File: src/rtl/sdr_ctrl_pkg.sv
package sdr_ctrl_pkg;

    localparam int BANK_W = 2;
    localparam int ROW_W  = 13;
    localparam int COL_W  = 9;
    localparam int DQ_W   = 16;
    localparam int MASK_W = DQ_W / 8;
    localparam int ADDR_W = BANK_W + ROW_W + COL_W;
    localparam int NBANK  = 1 << BANK_W;

    // {cs_n, ras_n, cas_n, we_n}
    typedef enum logic [3:0] {
        CMD_MRS = 4'b0000,
        CMD_REF = 4'b0001,
        CMD_PRE = 4'b0010,
        CMD_ACT = 4'b0011,
        CMD_WR  = 4'b0100,
        CMD_RD  = 4'b0101,
        CMD_NOP = 4'b0111
    } sdr_cmd_e;

    typedef enum logic [2:0] {
        ST_BOOT, ST_BOOT_REF, ST_BOOT_MRS, ST_IDLE, ST_RW, ST_PRE
    } seq_state_e;

    typedef struct packed {
        logic [BANK_W-1:0] bank;
        logic [ROW_W-1:0]  row;
        logic [COL_W-1:0]  col;
    } word_addr_t;

    // request fields still needed after the row is opened
    typedef struct packed {
        logic              wr;
        logic [BANK_W-1:0] bank;
        logic [COL_W-1:0]  col;
        logic [DQ_W-1:0]   data;
        logic [MASK_W-1:0] mask;
    } held_op_t;

    typedef struct packed {
        sdr_cmd_e          cmd;
        logic [BANK_W-1:0] ba;
        logic [ROW_W-1:0]  a;
        logic [MASK_W-1:0] dqm;
        logic              oe;
        logic [DQ_W-1:0]   dout;
    } pin_bus_t;

    localparam pin_bus_t PINS_IDLE = '{cmd: CMD_NOP, ba: '0, a: '0, dqm: '0, oe: 1'b0, dout: '0};

    function automatic logic [2:0] burst_code(input int bl);
        case (bl)
            1:       return 3'b000;
            2:       return 3'b001;
            4:       return 3'b010;
            8:       return 3'b011;
            default: return 3'b111;
        endcase
    endfunction

    function automatic logic [ROW_W-1:0] mode_word(input int cl, input int bl);
        logic [ROW_W-1:0] w;
        w      = '0;
        w[2:0] = burst_code(bl);
        w[3]   = 1'b0;
        w[6:4] = 3'(cl);
        w[9]   = 1'b1;
        return w;
    endfunction

endpackage

File: src/rtl/sdr_wait_ctr.sv
module sdr_wait_ctr #(
    parameter int W       = 8,
    parameter int RST_VAL = 0
) (
    input  logic         clk,
    input  logic         rst,
    input  logic         load,
    input  logic [W-1:0] val,
    output logic         done
);
    logic [W-1:0] cnt;

    always_ff @(posedge clk) begin
        if (rst)             cnt <= W'(RST_VAL);
        else if (load)       cnt <= val;
        else if (cnt != '0)  cnt <= cnt - 1'b1;
    end

    assign done = (cnt == '0);
endmodule

File: src/rtl/sdr_ref_timer.sv
module sdr_ref_timer #(
    parameter int INTERVAL = 975
) (
    input  logic clk,
    input  logic rst,
    input  logic ack,
    output logic pend
);
    localparam int TW = $clog2(INTERVAL + 1);
    logic [TW-1:0] cnt;
    logic          tick;

    assign tick = (cnt == TW'(INTERVAL - 1));

    always_ff @(posedge clk) begin
        if (rst) begin
            cnt  <= '0;
            pend <= 1'b0;
        end else begin
            cnt <= tick ? '0 : cnt + 1'b1;
            if (tick)     pend <= 1'b1;
            else if (ack) pend <= 1'b0;
        end
    end
endmodule

File: src/rtl/sdr_rd_capture.sv
module sdr_rd_capture #(
    parameter int CL = 3,
    parameter int DW = 16
) (
    input  logic          clk,
    input  logic          rst,
    input  logic          beat,
    input  logic [DW-1:0] dq_in,
    output logic          rsp_valid,
    output logic [DW-1:0] rsp_data
);
    logic [CL-1:0] pipe;

    always_ff @(posedge clk) begin
        if (rst) begin
            pipe      <= '0;
            rsp_valid <= 1'b0;
            rsp_data  <= '0;
        end else begin
            pipe      <= {pipe[CL-2:0], beat};
            rsp_valid <= pipe[CL-1];
            if (pipe[CL-1]) rsp_data <= dq_in;
        end
    end
endmodule

File: src/rtl/sdr_ctrl.sv
module sdr_ctrl
    import sdr_ctrl_pkg::*;
#(
    parameter int CAS_LAT      = 3,
    parameter int RD_BURST     = 4,
    parameter int T_INIT       = 25000,
    parameter int T_RP         = 3,
    parameter int T_RCD        = 3,
    parameter int T_RFC        = 9,
    parameter int T_MRD        = 2,
    parameter int T_WR         = 2,
    parameter int INIT_REFS    = 2,
    parameter int REF_INTERVAL = 975
) (
    input  logic        clk,
    input  logic        rst,
    input  logic        req_valid,
    output logic        req_ready,
    input  logic        req_we,
    input  logic [23:0] req_addr,
    input  logic [15:0] req_wdata,
    input  logic [1:0]  req_mask,
    output logic        rsp_valid,
    output logic [15:0] rsp_data,
    output logic        sd_cs_n,
    output logic        sd_ras_n,
    output logic        sd_cas_n,
    output logic        sd_we_n,
    output logic [1:0]  sd_ba,
    output logic [12:0] sd_addr,
    output logic [1:0]  sd_dqm,
    output logic [15:0] sd_dq_out,
    output logic        sd_dq_oe,
    input  logic [15:0] sd_dq_in
);
    localparam int SPAN = T_INIT + T_RFC + T_RP + T_RCD + T_MRD + T_WR + RD_BURST + CAS_LAT;
    localparam int CW   = $clog2(SPAN + 1);
    localparam int BW   = $clog2(RD_BURST + 1);
    localparam int RW   = $clog2(INIT_REFS + 1);

    seq_state_e     state_q, state_d;
    held_op_t       op_q;
    pin_bus_t       pins_q, pins_d;
    logic [BW-1:0]  beats_q;
    logic [RW-1:0]  refs_q;
    logic           wait_done, load, ref_pend, ref_ack, take, rd_go, boot_ref;
    logic [CW-1:0]  load_val;
    word_addr_t     in_loc;

    assign in_loc = word_addr_t'(req_addr);

    sdr_wait_ctr #(.W(CW), .RST_VAL(T_INIT)) u_wait (
        .clk(clk), .rst(rst), .load(load), .val(load_val), .done(wait_done)
    );

    sdr_ref_timer #(.INTERVAL(REF_INTERVAL)) u_ref (
        .clk(clk), .rst(rst), .ack(ref_ack), .pend(ref_pend)
    );

    assign req_ready = (state_q == ST_IDLE) && wait_done && !ref_pend;

    always_comb begin
        state_d  = state_q;
        pins_d   = PINS_IDLE;
        load     = 1'b0;
        load_val = '0;
        ref_ack  = 1'b0;
        take     = 1'b0;
        rd_go    = 1'b0;
        boot_ref = 1'b0;
        if (wait_done) begin
            case (state_q)
                ST_BOOT: begin
                    pins_d.cmd   = CMD_PRE;
                    pins_d.a[10] = 1'b1;
                    load         = 1'b1;
                    load_val     = CW'(T_RP - 1);
                    state_d      = ST_BOOT_REF;
                end
                ST_BOOT_REF: begin
                    pins_d.cmd = CMD_REF;
                    load       = 1'b1;
                    load_val   = CW'(T_RFC - 1);
                    boot_ref   = 1'b1;
                    if (refs_q == RW'(INIT_REFS - 1)) state_d = ST_BOOT_MRS;
                end
                ST_BOOT_MRS: begin
                    pins_d.cmd = CMD_MRS;
                    pins_d.a   = mode_word(CAS_LAT, RD_BURST);
                    load       = 1'b1;
                    load_val   = CW'(T_MRD - 1);
                    state_d    = ST_IDLE;
                end
                ST_IDLE: begin
                    if (ref_pend) begin
                        pins_d.cmd = CMD_REF;
                        load       = 1'b1;
                        load_val   = CW'(T_RFC - 1);
                        ref_ack    = 1'b1;
                    end else if (req_valid) begin
                        take       = 1'b1;
                        pins_d.cmd = CMD_ACT;
                        pins_d.ba  = in_loc.bank;
                        pins_d.a   = in_loc.row;
                        load       = 1'b1;
                        load_val   = CW'(T_RCD - 1);
                        state_d    = ST_RW;
                    end
                end
                ST_RW: begin
                    pins_d.ba         = op_q.bank;
                    pins_d.a[COL_W-1:0] = op_q.col;
                    load              = 1'b1;
                    state_d           = ST_PRE;
                    if (op_q.wr) begin
                        pins_d.cmd  = CMD_WR;
                        pins_d.dqm  = op_q.mask;
                        pins_d.oe   = 1'b1;
                        pins_d.dout = op_q.data;
                        load_val    = CW'(T_WR - 1);
                    end else begin
                        pins_d.cmd = CMD_RD;
                        rd_go      = 1'b1;
                        load_val   = CW'(RD_BURST + CAS_LAT - 1);
                    end
                end
                ST_PRE: begin
                    pins_d.cmd = CMD_PRE;
                    pins_d.ba  = op_q.bank;
                    load       = 1'b1;
                    load_val   = CW'(T_RP - 1);
                    state_d    = ST_IDLE;
                end
                default: state_d = ST_BOOT;
            endcase
        end
    end

    always_ff @(posedge clk) begin
        if (rst) begin
            state_q <= ST_BOOT;
            pins_q  <= PINS_IDLE;
            op_q    <= '0;
            beats_q <= '0;
            refs_q  <= '0;
        end else begin
            state_q <= state_d;
            pins_q  <= pins_d;
            if (take)
                op_q <= '{wr: req_we, bank: in_loc.bank, col: in_loc.col,
                          data: req_wdata, mask: req_mask};
            if (rd_go)               beats_q <= BW'(RD_BURST);
            else if (beats_q != '0)  beats_q <= beats_q - 1'b1;
            if (boot_ref)            refs_q  <= refs_q + 1'b1;
        end
    end

    sdr_rd_capture #(.CL(CAS_LAT), .DW(DQ_W)) u_cap (
        .clk(clk), .rst(rst), .beat(beats_q != '0), .dq_in(sd_dq_in),
        .rsp_valid(rsp_valid), .rsp_data(rsp_data)
    );

    assign {sd_cs_n, sd_ras_n, sd_cas_n, sd_we_n} = pins_q.cmd;
    assign sd_ba     = pins_q.ba;
    assign sd_addr   = pins_q.a;
    assign sd_dqm    = pins_q.dqm;
    assign sd_dq_out = pins_q.dout;
    assign sd_dq_oe  = pins_q.oe;
endmodule

File: config.mk
export PLATFORM = sky130hd
export DESIGN_NAME = sdr_ctrl
export DESIGN_NICKNAME = d
export VERILOG_FILES = /design/src/rtl/sdr_ctrl_pkg.sv /design/src/rtl/sdr_wait_ctr.sv /design/src/rtl/sdr_ref_timer.sv /design/src/rtl/sdr_rd_capture.sv /design/src/rtl/sdr_ctrl.sv
export SDC_FILE = /design/constraint.sdc
export NUM_CORES = 1
export LEC_CHECK = 0
export BUFFER_PORTS_ARGS = -buffer_cell sky130_fd_sc_hd__buf_2
export CORE_MARGIN = 4
export CORE_UTILIZATION = 48
export DETAILED_ROUTE_END_ITERATION = 10
export PLACE_DENSITY_LB_ADDON = 0.1
export SETUP_SLACK_MARGIN = 0.02
export SLEW_MARGIN = 20
export SYNTH_ARGS = -nofsm -noshare
export SYNTH_HDL_FRONTEND = slang
export SYNTH_SLANG_ARGS = --single-unit
File: constraint.sdc
create_clock -name clk -period 2.2 [get_ports clk]
set_input_delay 0.22 -clock clk [delete_from_list [all_inputs] [get_ports clk]]
set_output_delay 0.22 -clock clk [all_outputs]
set_load 0.05 [all_outputs]
==> flow_summary.yaml <==
outcome:
  outcome: "complete, but fails checks"
  violations: "setup timing"
min_path:
  hp-class: "input pin to flop"
  min-delay-start: "req_addr[18]"
cts:
  clk_pin_slew_ns: 0.06
  cts_buffers: 17
  tritoncts: "done"
  clock_path_buffers: 2
  root_buffer: "clkbuf_8"
  cts_htree_levels: 4
  worstSkewPairLatency_ns: 0.51
  clock_sinks: 121
synthesis:
  syn_area_sq_um: 4940
  yosysTopAreaCellShare: 0.490
  synth.largest_area_cell: "dfxtp_1"
  syn_nets: 600
  seq_area_frac_synth: 0.490
  synthTopCellsByArea: "dfxtp_1 49%, o31ai_1 5.0%, a21oi_1 4.7%"
  ys_ff_latch: 121
  ys_async_sr_fraction: 0
  synth_edf_count: 0
  syn_inst: 530
  yosysUniqueCellTypes: 60
  syn_avg_cell_area_sq_um: 9.32
  ys.flop_type: "dfxtp_1"
  ys_warn_count: 0
power:
  leakage_nw: 2.78
  irDropWorstVdd_v: 0.000649
  total_power_mw: 5.91
  cellPowerDensity_nw_per_um2: 840
floorplan:
  coreArea_sq_um: 9910
  initial_core_util: 0.498
  rows: 36
  die_h_um: 109
  pin_count: 118
  dieArea_sq_um: 12000
  dieWidth_um: 109
layout:
  final_cell_count_no_fill: 847
  drive_gt1_frac: 0.282
  nNetsFinal: 771
  antenna_cells: 0
  area_growth_pct: 42.4
detailed_routing:
  via_per_inst: 5.44
  drtIter0Drc: 341
  drt-total-wl_um: 13200
  wl_met2_um: 6770
  antenna_left: 0
  wl_met3_um: 710
  wl_met1_um: 5510
  vias: 4607
  first_pass_iters: 5
  wl_per_cell_um: 15.6
  routed.top_layer: "met4"
  drc: 0
sta:
  relSlewSlack: 0.638
  drv_slew: 0
  tns_ns: -0.0809
  worst_pin_slew_ns: 0.543
  period_minus_slack_ns: 2.28
  finClkSkew_ns: 0.00785
  whs_ns: 0.0128
  final_hold_viol_count: 0
  max_freq_ghz: 0.438
  setup_viol: 1
  rsz0062_at_grt: "true"
  setup_slack_ns: -0.0809
  post-route-period-util: 1.04
grt:
  grt.total_usage: 0.223
  antenna_found_initial: 0
  grt_overflow: 0
  grt_pass1_vias: 4450
  grt_pass1_wl_um: 21200
  grt_start_max_net_pins: 42
setup_path:
  r2r_setup_slack_ns: 0.03
  reg2reg_from: "u_wait.cnt[0]"
  cp.required_ns: 1.98
  critPathCaptureType: "output pin"
  startpoint: "u_wait.cnt[5]"
  critPathArrivalTime_ns: 2.06
  reg2regPathDepth: 6
  path_max_fanout: 6
  rr_endpoint: "refs_q[1]"
  crit_type: "flop to output pin"
  cp-endpoint: "req_ready"
  start_kind: "flop"
placed_design:
  place.port_buffers: 116
  hpwl_um: 8140
  pre_cts_ws_ns: 0.00828
  dp_cells: 751
  gp_congestion: 0.823
run:
  drv_cap: 0
[where the power goes]
group          switching [mW]  leakage [nW]  internal [mW]  total (mW)
clock network           0.963         0.310           2.08        3.04
logic                   0.296          1.49          0.265       0.561
registers              0.0411         0.979           2.27        2.31
[cell type report]
type	instances	area [sq um]
clock buffer	22	473
multi-input combinational	347	2320
inverter	12	45.0
fill	760	2880
tap	133	166
sequential	121	2420
clock inverter	10	189
timing repair buffer	202	1420
[critical path: stages (launching register included)]
cell,delay (ns)
dfxtp_1,0.35
or4_4,0.58
nor2b_4,0.19
nand2_4,0.08
nor4_4,0.14
buf_6,0.19
[stage by stage]
stage               cell area, sq um  utilization
global route                    7030        0.710
CTS                             7010        0.707
floorplan                       4990            -
detailed placement              5720        0.577
global placement                5720        0.577
finish                          7030        0.710
[worst min path at each step]
stage                             end  slack, ns  cells past startpoint
floorplan           u_cap.rsp_data[0]       0.37                      2
global placement        u_cap.pipe[2]       0.42                      1
detailed placement      u_cap.pipe[2]       0.43                      1
CTS                        sd_addr[9]     0.0004                      3
global route               sd_addr[9]       0.01                      3
finish                     sd_addr[9]       0.01                      3
[cells in the mapped netlist, types with 2 or more instances]
cell type  count
nor2b_1       14
a21oi_1       46
nor4_2         2
nor3b_1        2
mux2_2         4
nand2_1       15
o31ai_1       33
inv_1         12
nor3_1         8
a22oi_1        8
and3b_1        3
a221oi_1       4
or4_1          8
ha_1           8
buf_1         10
nor4_1         6
and2_1        18
xnor2_1        6
o31a_1         2
dfxtp_1      121
o21ai_0        3
a2111oi_0      3
nand4_1       34
nand3_1        3
clkbuf_1      31
mux2i_1       20
nand2b_1       2
buf_2          7
xor2_1         3
nor2_1        59
a211oi_1       5
nand3b_1       2
[logic make-up (layout without fill, tap and decap cells)]
group,after synthesis,in the layout,share of synthesized area
flip-flops,121,121,0.490
AND/OR/NAND/NOR,186,186,0.210
adder cells (fa/ha/maj),8,8,0.0203
other,1,1,0.000759
XOR/XNOR,9,9,0.0160
buffers and inverters,62,246,0.0512
AO/OA/AOI/OAI,119,119,0.161
multiplexers,24,24,0.0496
[what timing repair did]
item	4_1_cts	5_1_grt
buffers inserted	6	0
hold endpoints to repair	60	0
hold buffers	58	0
resized for setup	2	8
endpoints found under the setup margin	3	26
pin swaps	2	1
[state kept, by name (all words and copies together) (netlist names), 2 cells and up]
| register | flops |
|---|---|
| sd_dqm | 2 |
| sd_ba | 2 |
| u_cap.rsp_data | 16 |
| u_wait.cnt | 15 |
| u_cap.pipe | 3 |
| sd_addr | 13 |
| beats_q | 3 |
| sd_dq_out | 16 |
| refs_q | 2 |
| op_q | 30 |
| state_q | 3 |
| u_ref.cnt | 10 |
[cell usage in the layout, fill, tap and decap left out, types with 4 or more instances in the layout]
master | Yosys | layout
nand4_1 | 34 | 34
dlygate4sd3_1 | 0 | 58
nor4_1 | 6 | 5
o31ai_1 | 33 | 32
mux2_2 | 4 | 4
dfxtp_1 | 121 | 119
a211oi_1 | 5 | 5
clkbuf_8 | 0 | 5
or4_1 | 8 | 8
buf_4 | 1 | 23
nand2_1 | 15 | 14
mux2i_1 | 20 | 20
a21oi_1 | 46 | 46
and2_1 | 18 | 18
clkbuf_16 | 0 | 16
nor2b_1 | 14 | 13
buf_2 | 7 | 115
xnor2_1 | 6 | 6
a221oi_1 | 4 | 4
nor2_1 | 59 | 57
a22oi_1 | 8 | 8
nor3_1 | 8 | 8
ha_1 | 8 | 8
inv_1 | 12 | 10
clkinvlp_4 | 0 | 4
bufinv_16 | 0 | 5
[metal layers]
metal  track usage  vias up
li1              -     2260
met1         0.271     2186
met2         0.385      140
met3        0.0523       21
met4        0.0837        0
met5             0        -
(Power assumes the default switching activity.)
